--- src/rtl/sysconf_pkg.sv ---
package sysconf_pkg;

    localparam int FRAME_W  = 16;
    localparam int MODE_W   = 3;

    // frame control positions
    localparam int ADDR_HI   = 15;
    localparam int ADDR_LO   = 14;
    localparam int RSEL_BIT  = 13;
    localparam int RONLY_BIT = 12;

    // configuration field positions (decoded by neighbouring logic)
    localparam int GTH_BIT   = 9;
    localparam int RLEN_BIT  = 8;
    localparam int SUP_HI    = 7;
    localparam int SUP_LO    = 6;
    localparam int UVR_BIT   = 5;
    localparam int CMON_BIT  = 4;
    localparam int WEN_BIT   = 3;
    localparam int WCYC_BIT  = 2;
    localparam int INH_BIT   = 0;

    localparam logic [ADDR_HI-ADDR_LO:0] ADDR_SELF = 2'b10;

    // bits that may hold a 1; reserved positions are 0 here
    localparam logic [FRAME_W-1:0] WR_MASK  = 16'h03FD;
    localparam logic [FRAME_W-1:0] RST_WORD = 16'h0100;

    typedef enum logic [MODE_W-1:0] {
        MD_RESET    = 3'd0,
        MD_NORMAL   = 3'd1,
        MD_STANDBY  = 3'd2,
        MD_SLEEP    = 3'd3,
        MD_FAILSAFE = 3'd4
    } mode_e;

    typedef struct packed {
        logic take;   // frame accepted
        logic wr;     // frame also writes
        logic rsel;   // 1: general-purpose feedback, 0: configuration
    } frame_cmd_t;

    typedef struct packed {
        logic set_rlen;
        logic clr_sup;
    } force_t;

endpackage

--- src/rtl/sysconf_frame_dec.sv ---
module sysconf_frame_dec
    import sysconf_pkg::*;
#(
    parameter int W      = FRAME_W,
    parameter int MW     = MODE_W
) (
    input  logic          frm_vld,
    input  logic [W-1:0]  frm_data,
    input  logic [MW-1:0] mode,
    output frame_cmd_t    cmd
);

    logic mode_ok;
    logic addr_ok;

    always_comb begin
        mode_ok  = (mode == MD_NORMAL) || (mode == MD_STANDBY);
        addr_ok  = (frm_data[ADDR_HI:ADDR_LO] == ADDR_SELF);
        cmd.take = frm_vld && mode_ok && addr_ok;
        cmd.wr   = cmd.take && !frm_data[RONLY_BIT];
        cmd.rsel = frm_data[RSEL_BIT];
    end

endmodule

--- src/rtl/sysconf_force.sv ---
module sysconf_force
    import sysconf_pkg::*;
#(
    parameter int MW = MODE_W
) (
    input  logic          clk,
    input  logic          rst_n,
    input  logic [MW-1:0] mode,
    input  logic          rstpin_fall,
    input  logic          sup_short,
    output force_t        frc
);

    typedef struct packed {
        logic [MW-1:0] prev_mode;
    } fstate_t;

    fstate_t st_d, st_q;

    always_comb begin
        st_d           = st_q;
        st_d.prev_mode = mode;
        frc.set_rlen   = (mode == MD_RESET) && (st_q.prev_mode != MD_RESET);
        frc.clr_sup    = (mode == MD_FAILSAFE) || rstpin_fall || sup_short;
    end

    always_ff @(posedge clk or negedge rst_n) begin
        if (!rst_n) st_q <= '{prev_mode: MD_RESET};
        else        st_q <= st_d;
    end

endmodule

--- src/rtl/sysconf_store.sv ---
module sysconf_store
    import sysconf_pkg::*;
#(
    parameter int W = FRAME_W
) (
    input  logic         clk,
    input  logic         rst_n,
    input  frame_cmd_t   cmd,
    input  logic [W-1:0] frm_data,
    input  force_t       frc,
    output logic [W-1:0] cfg_q
);

    typedef struct packed {
        logic [W-1:0] cfg;
    } sstate_t;

    sstate_t st_d, st_q;

    always_comb begin
        st_d = st_q;
        if (cmd.wr)
            st_d.cfg = frm_data;
        if (frc.clr_sup)
            st_d.cfg[SUP_HI:SUP_LO] = '0;
        if (frc.set_rlen)
            st_d.cfg[RLEN_BIT] = 1'b1;
        st_d.cfg = st_d.cfg & WR_MASK;
    end

    always_ff @(posedge clk or negedge rst_n) begin
        if (!rst_n) st_q <= '{cfg: RST_WORD};
        else        st_q <= st_d;
    end

    assign cfg_q = st_q.cfg;

endmodule

--- src/rtl/sysconf_rdpath.sv ---
module sysconf_rdpath
    import sysconf_pkg::*;
#(
    parameter int W = FRAME_W
) (
    input  logic         clk,
    input  logic         rst_n,
    input  frame_cmd_t   cmd,
    input  logic [W-1:0] gp_fb,
    input  logic [W-1:0] cfg_q,
    output logic         rd_vld,
    output logic [W-1:0] rd_data
);

    typedef struct packed {
        logic         vld;
        logic [W-1:0] data;
    } rstate_t;

    rstate_t st_d, st_q;

    always_comb begin
        st_d     = st_q;
        st_d.vld = cmd.take;
        if (cmd.take)
            st_d.data = cmd.rsel ? gp_fb : cfg_q;
    end

    always_ff @(posedge clk or negedge rst_n) begin
        if (!rst_n) st_q <= '0;
        else        st_q <= st_d;
    end

    assign rd_vld  = st_q.vld;
    assign rd_data = st_q.data;

endmodule

--- src/rtl/sysconf_reg.sv ---
module sysconf_reg
    import sysconf_pkg::*;
#(
    parameter int W  = FRAME_W,
    parameter int MW = MODE_W
) (
    input  logic          clk,
    input  logic          rst_n,
    input  logic [MW-1:0] mode,
    input  logic          frm_vld,
    input  logic [W-1:0]  frm_data,
    input  logic [W-1:0]  gp_fb,
    input  logic          rstpin_fall,
    input  logic          sup_short,
    output logic [W-1:0]  cfg_word,
    output logic          gnd_thr_hi,
    output logic          rst_len_long,
    output logic [1:0]    sup_ctl,
    output logic          uv_reduced,
    output logic          curmon_rst_en,
    output logic          wake_en,
    output logic          wake_cyclic,
    output logic          inh_high,
    output logic          rd_vld,
    output logic [W-1:0]  rd_data
);

    frame_cmd_t   cmd;
    force_t       frc;
    logic [W-1:0] cfg_q;

    sysconf_frame_dec #(.W(W), .MW(MW)) u_dec (
        .frm_vld  (frm_vld),
        .frm_data (frm_data),
        .mode     (mode),
        .cmd      (cmd)
    );

    sysconf_force #(.MW(MW)) u_force (
        .clk         (clk),
        .rst_n       (rst_n),
        .mode        (mode),
        .rstpin_fall (rstpin_fall),
        .sup_short   (sup_short),
        .frc         (frc)
    );

    sysconf_store #(.W(W)) u_store (
        .clk      (clk),
        .rst_n    (rst_n),
        .cmd      (cmd),
        .frm_data (frm_data),
        .frc      (frc),
        .cfg_q    (cfg_q)
    );

    sysconf_rdpath #(.W(W)) u_rd (
        .clk     (clk),
        .rst_n   (rst_n),
        .cmd     (cmd),
        .gp_fb   (gp_fb),
        .cfg_q   (cfg_q),
        .rd_vld  (rd_vld),
        .rd_data (rd_data)
    );

    always_comb begin
        cfg_word      = cfg_q;
        gnd_thr_hi    = cfg_q[GTH_BIT];
        rst_len_long  = cfg_q[RLEN_BIT];
        sup_ctl       = cfg_q[SUP_HI:SUP_LO];
        uv_reduced    = cfg_q[UVR_BIT];
        curmon_rst_en = cfg_q[CMON_BIT];
        wake_en       = cfg_q[WEN_BIT];
        wake_cyclic   = cfg_q[WCYC_BIT];
        inh_high      = cfg_q[INH_BIT];
    end

endmodule

--- config.mk ---
export PLATFORM = sky130hd
export DESIGN_NAME = sysconf_reg
export DESIGN_NICKNAME = d
export VERILOG_FILES = /design/src/rtl/sysconf_pkg.sv /design/src/rtl/sysconf_frame_dec.sv /design/src/rtl/sysconf_force.sv /design/src/rtl/sysconf_store.sv /design/src/rtl/sysconf_rdpath.sv /design/src/rtl/sysconf_reg.sv
export SDC_FILE = /design/constraint.sdc
export NUM_CORES = 1
export LEC_CHECK = 0
export ABC_AREA = 0
export CORE_MARGIN = 1
export CORE_UTILIZATION = 55
export DETAILED_ROUTE_END_ITERATION = 8
export DONT_BUFFER_PORTS = 1
export GPL_TIMING_DRIVEN = 0
export PLACE_DENSITY = 0.71
export SLEW_MARGIN = 25
export SYNTH_ARGS = -nofsm -noshare
export SYNTH_HDL_FRONTEND = slang
export SYNTH_SLANG_ARGS = --single-unit
--- constraint.sdc ---
create_clock -name clk -period 2 [get_ports clk]
set_input_delay 0.4 -clock clk [delete_from_list [all_inputs] [get_ports clk]]
set_output_delay 0.4 -clock clk [all_outputs]
set_load 0.05 [all_outputs]
# Yosys cells after proc, flatten, opt, wreduce, memory -nomap -nowiden
# Cells that the tools add are included.
# word_totals
reg_bits	29
latch_bits	0
ram_bits	0
rom_bits	0
output_inout_bits	42
n_memories	0
# classes
n_addsub	0
n_mul	0
div_mod_pow	0
magnitude_cmp	0
n_eq_ne	4
n_shift	0
muxes	4
bitwise	0
n_reduce_logical	12
# ops
op	count
2-to-1 mux 16 bit	1
2-to-1 mux 9 bit	1
logical AND 1 bit	4
nonzero test 2 bit	2
== test 3 x 1 -> 1 bit, second input constant	1
== test 3 x 2 -> 1 bit, second input constant	1
== test 3 bit, second input constant	1
zero test 3 bit	1
logical OR 1 bit	3
nonzero test 3 bit	1
== test 2 bit, second input constant	1
2-to-1 mux 2 bit	1
zero test 1 bit	1
2-to-1 mux 1 bit	1

# Logic depth before layout (Yosys ltp)
# Gate-level depths: netlist (run 1).
# logic_depth
word_depth	7
mapped_depth	5

# By module
# A second synthesis (run 1) with hierarchy kept.
# hier_totals
hier_cells	121
area_unflattened_um2	1385.1
# by_module_without_submodules
module	n_inst	cells_per_inst	area_each_um2	seq_area_each_um2
sysconf_rdpath	1	70	770.7	425.4
sysconf_store	1	30	406.6	226.5
sysconf_force	1	7	98.8	75.1
sysconf_reg	1	9	67.6	0.0
sysconf_frame_dec	1	5	41.3	0.0

# Least setup slack after synthesis (run 1)
# Ideal clock, no wire load.
# synth_path
path_kind	in2reg
start	in mode[2]
end	reg u_store.st_q (netlist bit u_store.cfg_q[0])
setup_time_ps	125
arrival_time_ps	1392
required_ps	1875
slack_ps	483
cell_stages	4
cell_sequence	nand4bb_1 clkbuf_2 nor3_4 mux2_2
# synth_between
elab_chain_cells	5
elab_cells_between_ends	6
# synth_rtl
item	line_no	source
from (decl)	sysconf_reg.sv:9	input logic [MW-1:0] mode,
== test 3 x 1 -> 1 bit / == test 3 x 2 -> 1 bit (equally long branches)	sysconf_frame_dec.sv:17	mode_ok = (mode == MD_NORMAL) || (mode == MD_STANDBY);
logical OR 1 bit *	sysconf_frame_dec.sv:17	
logical AND 1 bit * (2 in series)	sysconf_frame_dec.sv:19	cmd.take = frm_vld && mode_ok && addr_ok;
logical AND 1 bit *	sysconf_frame_dec.sv:20	cmd.wr = cmd.take && !frm_data[RONLY_BIT];
to (signal assigned)	sysconf_store.sv:32	if (!rst_n) st_q <= '{cfg: RST_WORD};
to (signal assigned)	sysconf_store.sv:33	else st_q <= st_d;
to (decl)	sysconf_store.sv:18	sstate_t st_d, st_q;
# Every way passes the cells marked *; elsewhere a longest branch is shown, timed or not.
# A chain may end at the register's enable or synchronous reset.

# Worst setup path after layout (run 1)
# layout_path
start	reg u_store.st_q (netlist bit u_store.cfg_q[6])
end	out sup_ctl[0]
# layout_rtl
item	line_no	source
to (decl)	sysconf_reg.sv:18	output logic [1:0] sup_ctl,
# No word-level cell between the ends.

==> results.toml, run 1 <==
[worst_setup_path]
ff2ff_setup_slack_ns = 0.83
r2r_end = "u_store.cfg_q[8]$_DFFE_PN1P_"
crit_family = "flip-flops"
reg2reg_from = "u_store.cfg_q[8]$_DFFE_PN1P_"
path_class = "register to primary output"
path_cells = "buf_4"
cp.required_ns = 1.60
path_buf_inv = 1
endpoint_kind = "primary output"
slowest_delay_ns = 0.71
cp_max_fo = 4
start_kind = "register"
crit_arrival_ns = 1.34
cp_slowest_cell = "dfrtp_1"
reg2regPathDepth = 3

[cells_and_area]
drive_above_1_share_pct = 26.8
final_cell_mix = "o21ai_0, dfrtp_1, buf_4"
finalNonFillerCells = 170
area_growth_pct = 10.1
seq_area_um2 = 727
num-fill-cells = 190
diodes = 0
final_nets = 181
multi_input_area_um2 = 514

[floorplan]
ioPinCount = 82
core_area_mm2 = 0.00228
rows = 17
fp.dieH_um = 52.0
die_x_um = 52.0
dieArea_mm2 = 0.00271
initial_core_util_pct = 60.5

[logic_synthesis]
netlist_area_mm2 = 0.00138
synth.top_cell.area_share_pct = 50.9
ys_seq_elements = 29
ys_warn_count = 0
ys_seq_area_share_pct = 52.8
netlist_top_cells_area = "dfrtp_1, o21ai_0, buf_4, mux2i_1, mux2_2"
ys_types = 26
synth_top_area_cell = "dfrtp_1"
avgSynthCellArea_um2 = 10.9
syn_inst = 126

[power]
power_frac_comb_pct = 19.3
switching_share_pct = 47.7
power.leakage_uw = 0.000729
p_sw_uw = 851
clkPwrFrac_pct = 18.6
intPower_uw = 934
p_seq_share_pct = 62.0
powerDensity_mw_per_mm2 = 1180
ir_worst_vdd_uv = 1070

[global_route]
antenna_found_initial = 0
grt_pass1_wl_um = 4130
grtUsageTotal_pct = 22.3
first_global_vias = 915
grt_max_degree = 30
grt_overflow = 0

[timing]
fin_tns_setup_ns = 0
final_max_slew_viol_count = 0
rsz0062_at_grt = "false"
tightest_slew_ns = 0.560
relSlewSlack_pct = 62.6
setup_viol = 0
fin_crit_sh_pct = 87.2
hold_viol = 0
fin_crit_ns = 1.74
fmax_ghz = 0.574
clock-skew-final_ns = 0.0122

[route]
drt_pass1_iterations = 4
viasPerCell = 5.58
drc = 0
drt_iter0_drc = 12
drt_wl_total_um = 2680
vias = 949
drtAntennaViolNets = 0
wl_per_cell_um = 15.7

[clocking]
cts.path.max_buffers = 2
cts_buffers = 5
postCtsResizedCells = 0
cts_max_level = 2
cts_root_buffer = "clkbuf_4"
clock_sinks = 29
clkTransAtPathRegs_ns = 0.09
insertion_delay_ns = 0.33
cts_tree = "done"

[hold_path]
holdPathEnd = "u_force.st_q[2]$_DFF_PN0_"
whs_path_depth = 0
min_from = "mode[2]"
hold_path_class = "input pin to register"

[placement]
portBuffers = 0
place_congestion = 0.726
dp_hpwl_um = 1880
dp.cells = 160

[run_status]
status = "finished clean"

[job]
cap_violations = 0
power groups by stage:
stage / clock network [µW] / logic (µW) / registers [µW]
6_report: 333 / 345 / 1110
4_1_cts: 336 / 347 / 1110
2_1_floorplan: 0 / 303 / 1100
5_1_grt: 363 / 373 / 1120
3_3_place_gp: 0 / 320 / 1120
3_5_place_dp: 0 / 328 / 1120
stage by stage:
step	setup WS, ns	hold WS, ns	total power [µW]	util, %	cell area (µm²)
after floorplan	0.483	0.104	1410	-	1400
after global placement	0.293	0.105	1440	63.0	1430
after detailed placement	0.280	0.105	1450	63.0	1430
after CTS	0.251	0.0888	1790	66.6	1520
after global routing	0.201	0.0697	1860	66.6	1520
final	0.257	0.103	1790	66.6	1520
logic make-up after synthesis:
| logic type | synth area share, % |
|---|---|
| AOI/OAI and AO/OA | 14.7 |
| DFF | 52.8 |
| buffers and inverters | 11.5 |
| muxes | 12.3 |
| and+or+nand+nor | 6.64 |
| xor gates and xnor gates | 1.82 |
| other | 0.272 |
layer usage:
metal	track usage (%)	up-vias	routed length, µm
li1	-	450	-
met1	25.6	435	1140
met2	34.2	59	1210
met3	12.6	5	299
met4	8.56	0	27
met5	0	-	0
worst register-to-register path: cells and delay by family, from the launching register on:
kind	cells	cell delay, ns
buf+inv	1	0.09
mux	1	0.23
compound gates	1	0.07
flops	1	0.72
cells in the mapped netlist, drive strengths merged:
library cell / number
dfrtp: 28
buf: 19
o21ai: 32
nor2: 1
mux2i: 9
xor2: 1
clkbuf: 3
conb: 1
mux2: 7
and4bb: 1
o31ai: 2
inv: 3
nand4: 2
o41ai: 1
nor3: 2
xnor2: 1
a211o: 1
a21oi: 2
dfstp: 1
nand4bb: 1
nand2: 8
area by class of cell:
type | count | share of cell area (%)
repair buffers | 2 | 1.98
plain buffers | 22 | 9.66
clock buffers | 6 | 2.73
clock inverters | 2 | 0.661
flip-flops and latches | 29 | 48.0
multi-input cells | 78 | 33.9
well taps | 28 | 2.31
inverters | 3 | 0.743
sequential cells by signal, summed over array words and instances, names as in the netlist:
name and cells:
u_store.cfg_q 9, u_rd.rd_vld 1, u_rd.rd_data 16, u_force.st_q 3
worst max path at each step:
stage,startpoint,to,slack (ns),depth (start not counted)
3_3_place_gp,mode[2],u_store.cfg_q[4]$_DFFE_PN0P_,0.29,4
2_1_floorplan,mode[2],u_store.cfg_q[0]$_DFFE_PN0P_,0.48,4
4_1_cts,u_store.cfg_q[6]$_DFFE_PN0P_,sup_ctl[0],0.25,1
3_5_place_dp,mode[2],u_store.cfg_q[0]$_DFFE_PN0P_,0.28,4
5_1_grt,u_store.cfg_q[6]$_DFFE_PN0P_,sup_ctl[0],0.20,1
6_report,u_store.cfg_q[6]$_DFFE_PN0P_,sup_ctl[0],0.26,1
repair_timing:
action	in CTS	in global routing
endpoints found under the hold margin	29	0
buffers inserted	0	0
setup endpoints to repair	0	0
hold buffers	2	0
Note: power is estimated with default switching activity, not from simulation.
==> run 2: changes to the inputs <==
--- a/config.mk
+++ b/config.mk
@@ -5,8 +5,7 @@
 export SDC_FILE = /design/constraint.sdc
 export NUM_CORES = 1
 export LEC_CHECK = 0
-export ABC_AREA = 0
-export CORE_MARGIN = 1
+export ABC_AREA = 1
 export CORE_UTILIZATION = 55
 export DETAILED_ROUTE_END_ITERATION = 8
 export DONT_BUFFER_PORTS = 1
==> results.toml, run 2 <==
[logic_synthesis]
yosysMostFrequentCell = "dfrtp_1"
synth_edf_count = 0
netlist_area_mm2 = 0.00142
ys_seq_elements = 29
synth.top_cell.area_share_pct = 49.2
ys_warn_count = 0
ys_top_cells_by_count = "dfrtp_1, nand2_1, buf_4, nand3_1, nor2_1"
syn_inst = 147
avgSynthCellArea_um2 = 9.69
ys_seq_area_share_pct = 51.1
synth_top_area_cell = "dfrtp_1"
netlist_top_cells_area = "dfrtp_1, buf_4, nand2_1, mux2i_1, nand3_1"
async_flop_share_pct = 100
ys_types = 25
ys.flop_type = "dfrtp_1"

[hold_path]
min_from = "mode[2]"
hold_path_class = "input pin to register"

[global_route]
grt_max_degree = 30
first_global_vias = 1043
antenna_found_initial = 0
grt_pass1_wl_um = 4420
grtUsageTotal_pct = 22.7
grt_overflow = 0

[placement]
portBuffers = 0
place_congestion = 0.694
dp_hpwl_um = 2030
dp.cells = 183

[worst_setup_path]
path_class = "register to primary output"
crit_family = "flip-flops"
crit_path_start = "u_store.cfg_q[7]$_DFFE_PN0P_"
cp.required_ns = 1.60
path_buf_inv = 1
path_cells = "buf_4"
reg2reg_from = "u_store.cfg_q[7]$_DFFE_PN0P_"
start_kind = "register"
cp_max_fo = 4
endpoint_kind = "primary output"
crit_arrival_ns = 1.33
slowest_delay_ns = 0.70
cp_slowest_cell = "dfrtp_1"

[floorplan]
ioPinCount = 82
dieArea_mm2 = 0.00280
rows = 18
core_area_mm2 = 0.00245
initial_core_util_pct = 58.0
die_x_um = 52.9
fp.dieH_um = 52.9

[route]
drt_pass1_iterations = 4
viasPerCell = 5.40
drtAntennaViolNets = 0
wl_per_cell_um = 14.5
drt_iter0_drc = 24
drt_wl_total_um = 2800
drc = 0
vias = 1042

[clocking]
cts_max_level = 2
cts_tree = "done"
insertion_delay_ns = 0.32
cts.path.max_buffers = 2
clock_sinks = 29
cts_setup_buffers = 0
cts_buffers = 5
clkTransAtPathRegs_ns = 0.08
cts_root_buffer = "clkbuf_4"
postCtsResizedCells = 0

[cells_and_area]
final_nets = 202
area_growth_pct = 9.75
final_common_cell = "dfrtp_1"
final_cell_mix = "dfrtp_1, nand2_1, nand3_1, buf_4, nor2_1"
diodes = 0
num-fill-cells = 217
finalNonFillerCells = 193
drive_above_1_share_pct = 23.9
largest_register_ffs = 16

[timing]
fin_tns_setup_ns = 0
fmax_ghz = 0.579
fin_crit_ns = 1.73
setup_viol = 0
tightest_slew_ns = 0.556
final_max_slew_viol_count = 0
hold_viol = 0
relSlewSlack_pct = 62.9
rsz0062_at_grt = "false"
fin_crit_sh_pct = 86.3
clock-skew-final_ns = 0.00215

[power]
power.leakage_uw = 0.000833
powerDensity_mw_per_mm2 = 1170
ir_worst_vdd_uv = 769

[run_status]
status = "finished clean"

[job]
cap_violations = 0
run 2: stage by stage:
stage / cell area, µm² / util [%] / worst slack [ns] / power [µW] / hold WS (ns)
floorplan: 1450 / - / 0.662 / 1450 / 0.104
global placement: 1480 / 60.4 / 0.643 / 1480 / 0.105
detailed placement: 1480 / 60.4 / 0.634 / 1490 / 0.105
CTS: 1560 / 63.7 / 0.267 / 1840 / 0.0845
global route: 1560 / 63.7 / 0.228 / 1920 / 0.0838
finish: 1560 / 63.7 / 0.274 / 1820 / 0.102
run 2: layer usage:
metal	vias up	wire length (µm)	GRT usage, %
li1	491	-	-
met5	-	0	0
met2	52	1360	36.7
met4	0	59	11.8
met1	491	1130	26.2
met3	8	247	8.05
run 2: cell type report:
class	count	area (µm²)	share of cell area [%]
well taps	30	37.5	2.40
clock buffers	8	48.8	3.12
flip-flops and latches	29	727	46.5
plain buffers	21	173	11.0
repair buffers	2	30.0	1.92
multi-input cells	96	520	33.3
inverters	7	26.3	1.68
run 2: repair_timing:
item                                    4_1_cts  5_1_grt
endpoints found under the setup margin        0        0
endpoints found under the hold margin        29        0
hold buffers                                  2        0
run 2: worst paths after layout:
check | to | slack (ns) | cells past startpoint
max | sup_ctl[1] | 0.27 | 1
min | u_force.st_q[2]$_DFF_PN0_ | 0.10 | 0
max reg2reg | u_rd.rd_data[7]$_DFFE_PN0P_ | 0.91 | 2
min reg2reg | u_store.cfg_q[8]$_DFFE_PN1P_ | 0.50 | 2
max in group asynchronous | u_store.cfg_q[8]$_DFFE_PN1P_ | 1.26 | 2
min in group asynchronous | u_rd.rd_data[6]$_DFFE_PN0P_ | 0.51 | 2
run 2: cells by family (layout without fill, tap and decap cells):
group,after synthesis,in the layout,share of synthesized area (%)
mux,9,9,6.33
buf+inv,28,38,14.0
compound gates,18,18,7.56
other cells,1,7,0.263
simple gates,62,62,20.8
flops,29,29,51.1
run 2: report_power, final:
group / switching [µW] / internal, µW
Combinational: 241 / 121
Clock: 188 / 140
Sequential: 447 / 685
Total: 876 / 946
==> run 3: changes to the inputs <==
--- a/config.mk
+++ b/config.mk
@@ -11,6 +11,7 @@
 export DONT_BUFFER_PORTS = 1
 export GPL_TIMING_DRIVEN = 0
 export PLACE_DENSITY = 0.71
+export RECOVER_POWER = 25
 export SLEW_MARGIN = 25
 export SYNTH_ARGS = -nofsm -noshare
 export SYNTH_HDL_FRONTEND = slang
==> results.toml, run 3 (same netlist as run 2, synthesis figures left out) <==
[run_status]
status = "finished clean"

[worst_setup_path]
crit_cells = 1
crit_arrival_ns = 1.33
reg2regPathDepth = 2
path_buf_inv = 1
ff2ff_setup_slack_ns = 0.91
start_kind = "register"
cp_max_fo = 4
crit_path_start = "u_store.cfg_q[7]$_DFFE_PN0P_"
r2r_end = "u_rd.rd_data[7]$_DFFE_PN0P_"
cp.required_ns = 1.60
path_class = "register to primary output"
endpoint_kind = "primary output"
reg2reg_from = "u_store.cfg_q[7]$_DFFE_PN0P_"
crit_family = "flip-flops"
slowest_delay_ns = 0.70
crit_end = "sup_ctl[1]"
cp_slowest_cell = "dfrtp_1"
path_cells = "buf_4"

[floorplan]
ioPinCount = 82
fp.dieH_um = 52.9
die_x_um = 52.9
initial_core_util_pct = 58.0
core_area_mm2 = 0.00245
dieArea_mm2 = 0.00280
rows = 18

[timing]
fin_crit_sh_pct = 86.3
layout_setup_ws_ns = 0.274
clock-skew-final_ns = 0.00215
relSlewSlack_pct = 18.0
fin_tns_setup_ns = 0
final_max_slew_viol_count = 0
fin_crit_ns = 1.73
hold_viol = 0
setup_viol = 0
fmax_ghz = 0.579
rsz0062_at_grt = "false"
tightest_slew_ns = 1.23

[hold_path]
hold_path_class = "input pin to register"

[power]
ir_worst_vdd_uv = 768
powerDensity_mw_per_mm2 = 1170
power.leakage_uw = 0.000837

[route]
drc = 0
drt_wl_total_um = 2800
wl_per_cell_um = 14.5
vias = 1042
drt_iter0_drc = 24
viasPerCell = 5.40
drt_pass1_iterations = 4
drtAntennaViolNets = 0

[global_route]
grtUsageMet3_pct = 8.05
first_global_vias = 1043
grtUsageTotal_pct = 22.7
grt.busiest_layer = "met2"
antenna_found_initial = 0
grt_pass1_wl_um = 4420
grt_max_degree = 30
globalRouteMet1Util_pct = 26.2
gr-usage-met2_pct = 36.7
grt_overflow = 0

[placement]
portBuffers = 0
place_congestion = 0.694
dp_hpwl_um = 2030
place_ws_ns = 0.634

[clocking]
cts_root_buffer = "clkbuf_4"
insertion_delay_ns = 0.32
clkTransAtPathRegs_ns = 0.08
cts.path.max_buffers = 2
cts_buffers = 5
cts_tree = "done"
postCtsResizedCells = 0
clock_sinks = 29
cts_max_level = 2

[cells_and_area]
final_common_cell = "dfrtp_1"
final_nets = 202
drive_above_1_share_pct = 23.3
diodes = 0
seq_area_um2 = 727
area_growth_pct = 9.23
largest_register_ffs = 16
multi_input_area_um2 = 520
final_cell_mix = "dfrtp_1, nand2_1, nand3_1, buf_4, nor2_1"
num-fill-cells = 219

[job]
cap_violations = 0
-- run 3: cell types whose count changed in the layout (fill, tap and decap cells not counted) --
cell and delta:
dlymetal6s2s_1 +1, buf_12 -1
-- run 3: worst min path at each step --
stage | from | end | cells after the start
5_1_grt | mode[2] | u_force.st_q[2]$_DFF_PN0_ | 0
3_3_place_gp | rst_n | u_rd.rd_data[8]$_DFFE_PN0P_ | 0
3_5_place_dp | rst_n | u_rd.rd_data[7]$_DFFE_PN0P_ | 0
2_1_floorplan | rst_n | u_force.st_q[0]$_DFF_PN0_ | 0
4_1_cts | mode[2] | u_force.st_q[2]$_DFF_PN0_ | 0
6_report | mode[2] | u_force.st_q[2]$_DFF_PN0_ | 0
-- run 3: layout make-up --
| type | count | area share (%) |
|---|---|---|
| Buffer | 21 | 11.1 |
| Clock buffer | 8 | 3.14 |
| Inverter | 7 | 1.69 |
| Multi-Input combinational cell | 96 | 33.5 |
| Sequential cell | 29 | 46.7 |
| Tap cell | 30 | 2.41 |
| Timing Repair Buffer | 2 | 1.45 |
-- run 3: power by group --
| part | total (µW) | internal, µW | switching [µW] |
|---|---|---|---|
| clock | 328 | 140 | 188 |
| sequential | 1130 | 685 | 447 |
| combinational | 359 | 119 | 240 |
-- run 3: per-stage QoR --
step	hold slack (ns)	total power (µW)	utilization (%)	cells	cell area [µm²]
after floorplan	0.104	1450	-	153	1450
after global placement	0.105	1480	60.4	183	1480
after detailed placement	0.105	1490	60.4	183	1480
after CTS	0.0845	1840	63.7	193	1560
after global routing	0.0838	1920	63.4	193	1560
final	0.102	1820	63.4	193	1560
-- run 3: what timing repair did --
action | 4_1_cts | 5_1_grt
hold endpoints to repair | 29 | 0
hold buffers | 2 | 0
setup buffers | 0 | 0
-- run 3: layer usage --
layer,part of all wire (%),up-vias
met4,2.1,0
met5,0,-
met3,8.8,8
met2,49,52
met1,40,491
li1,-,491
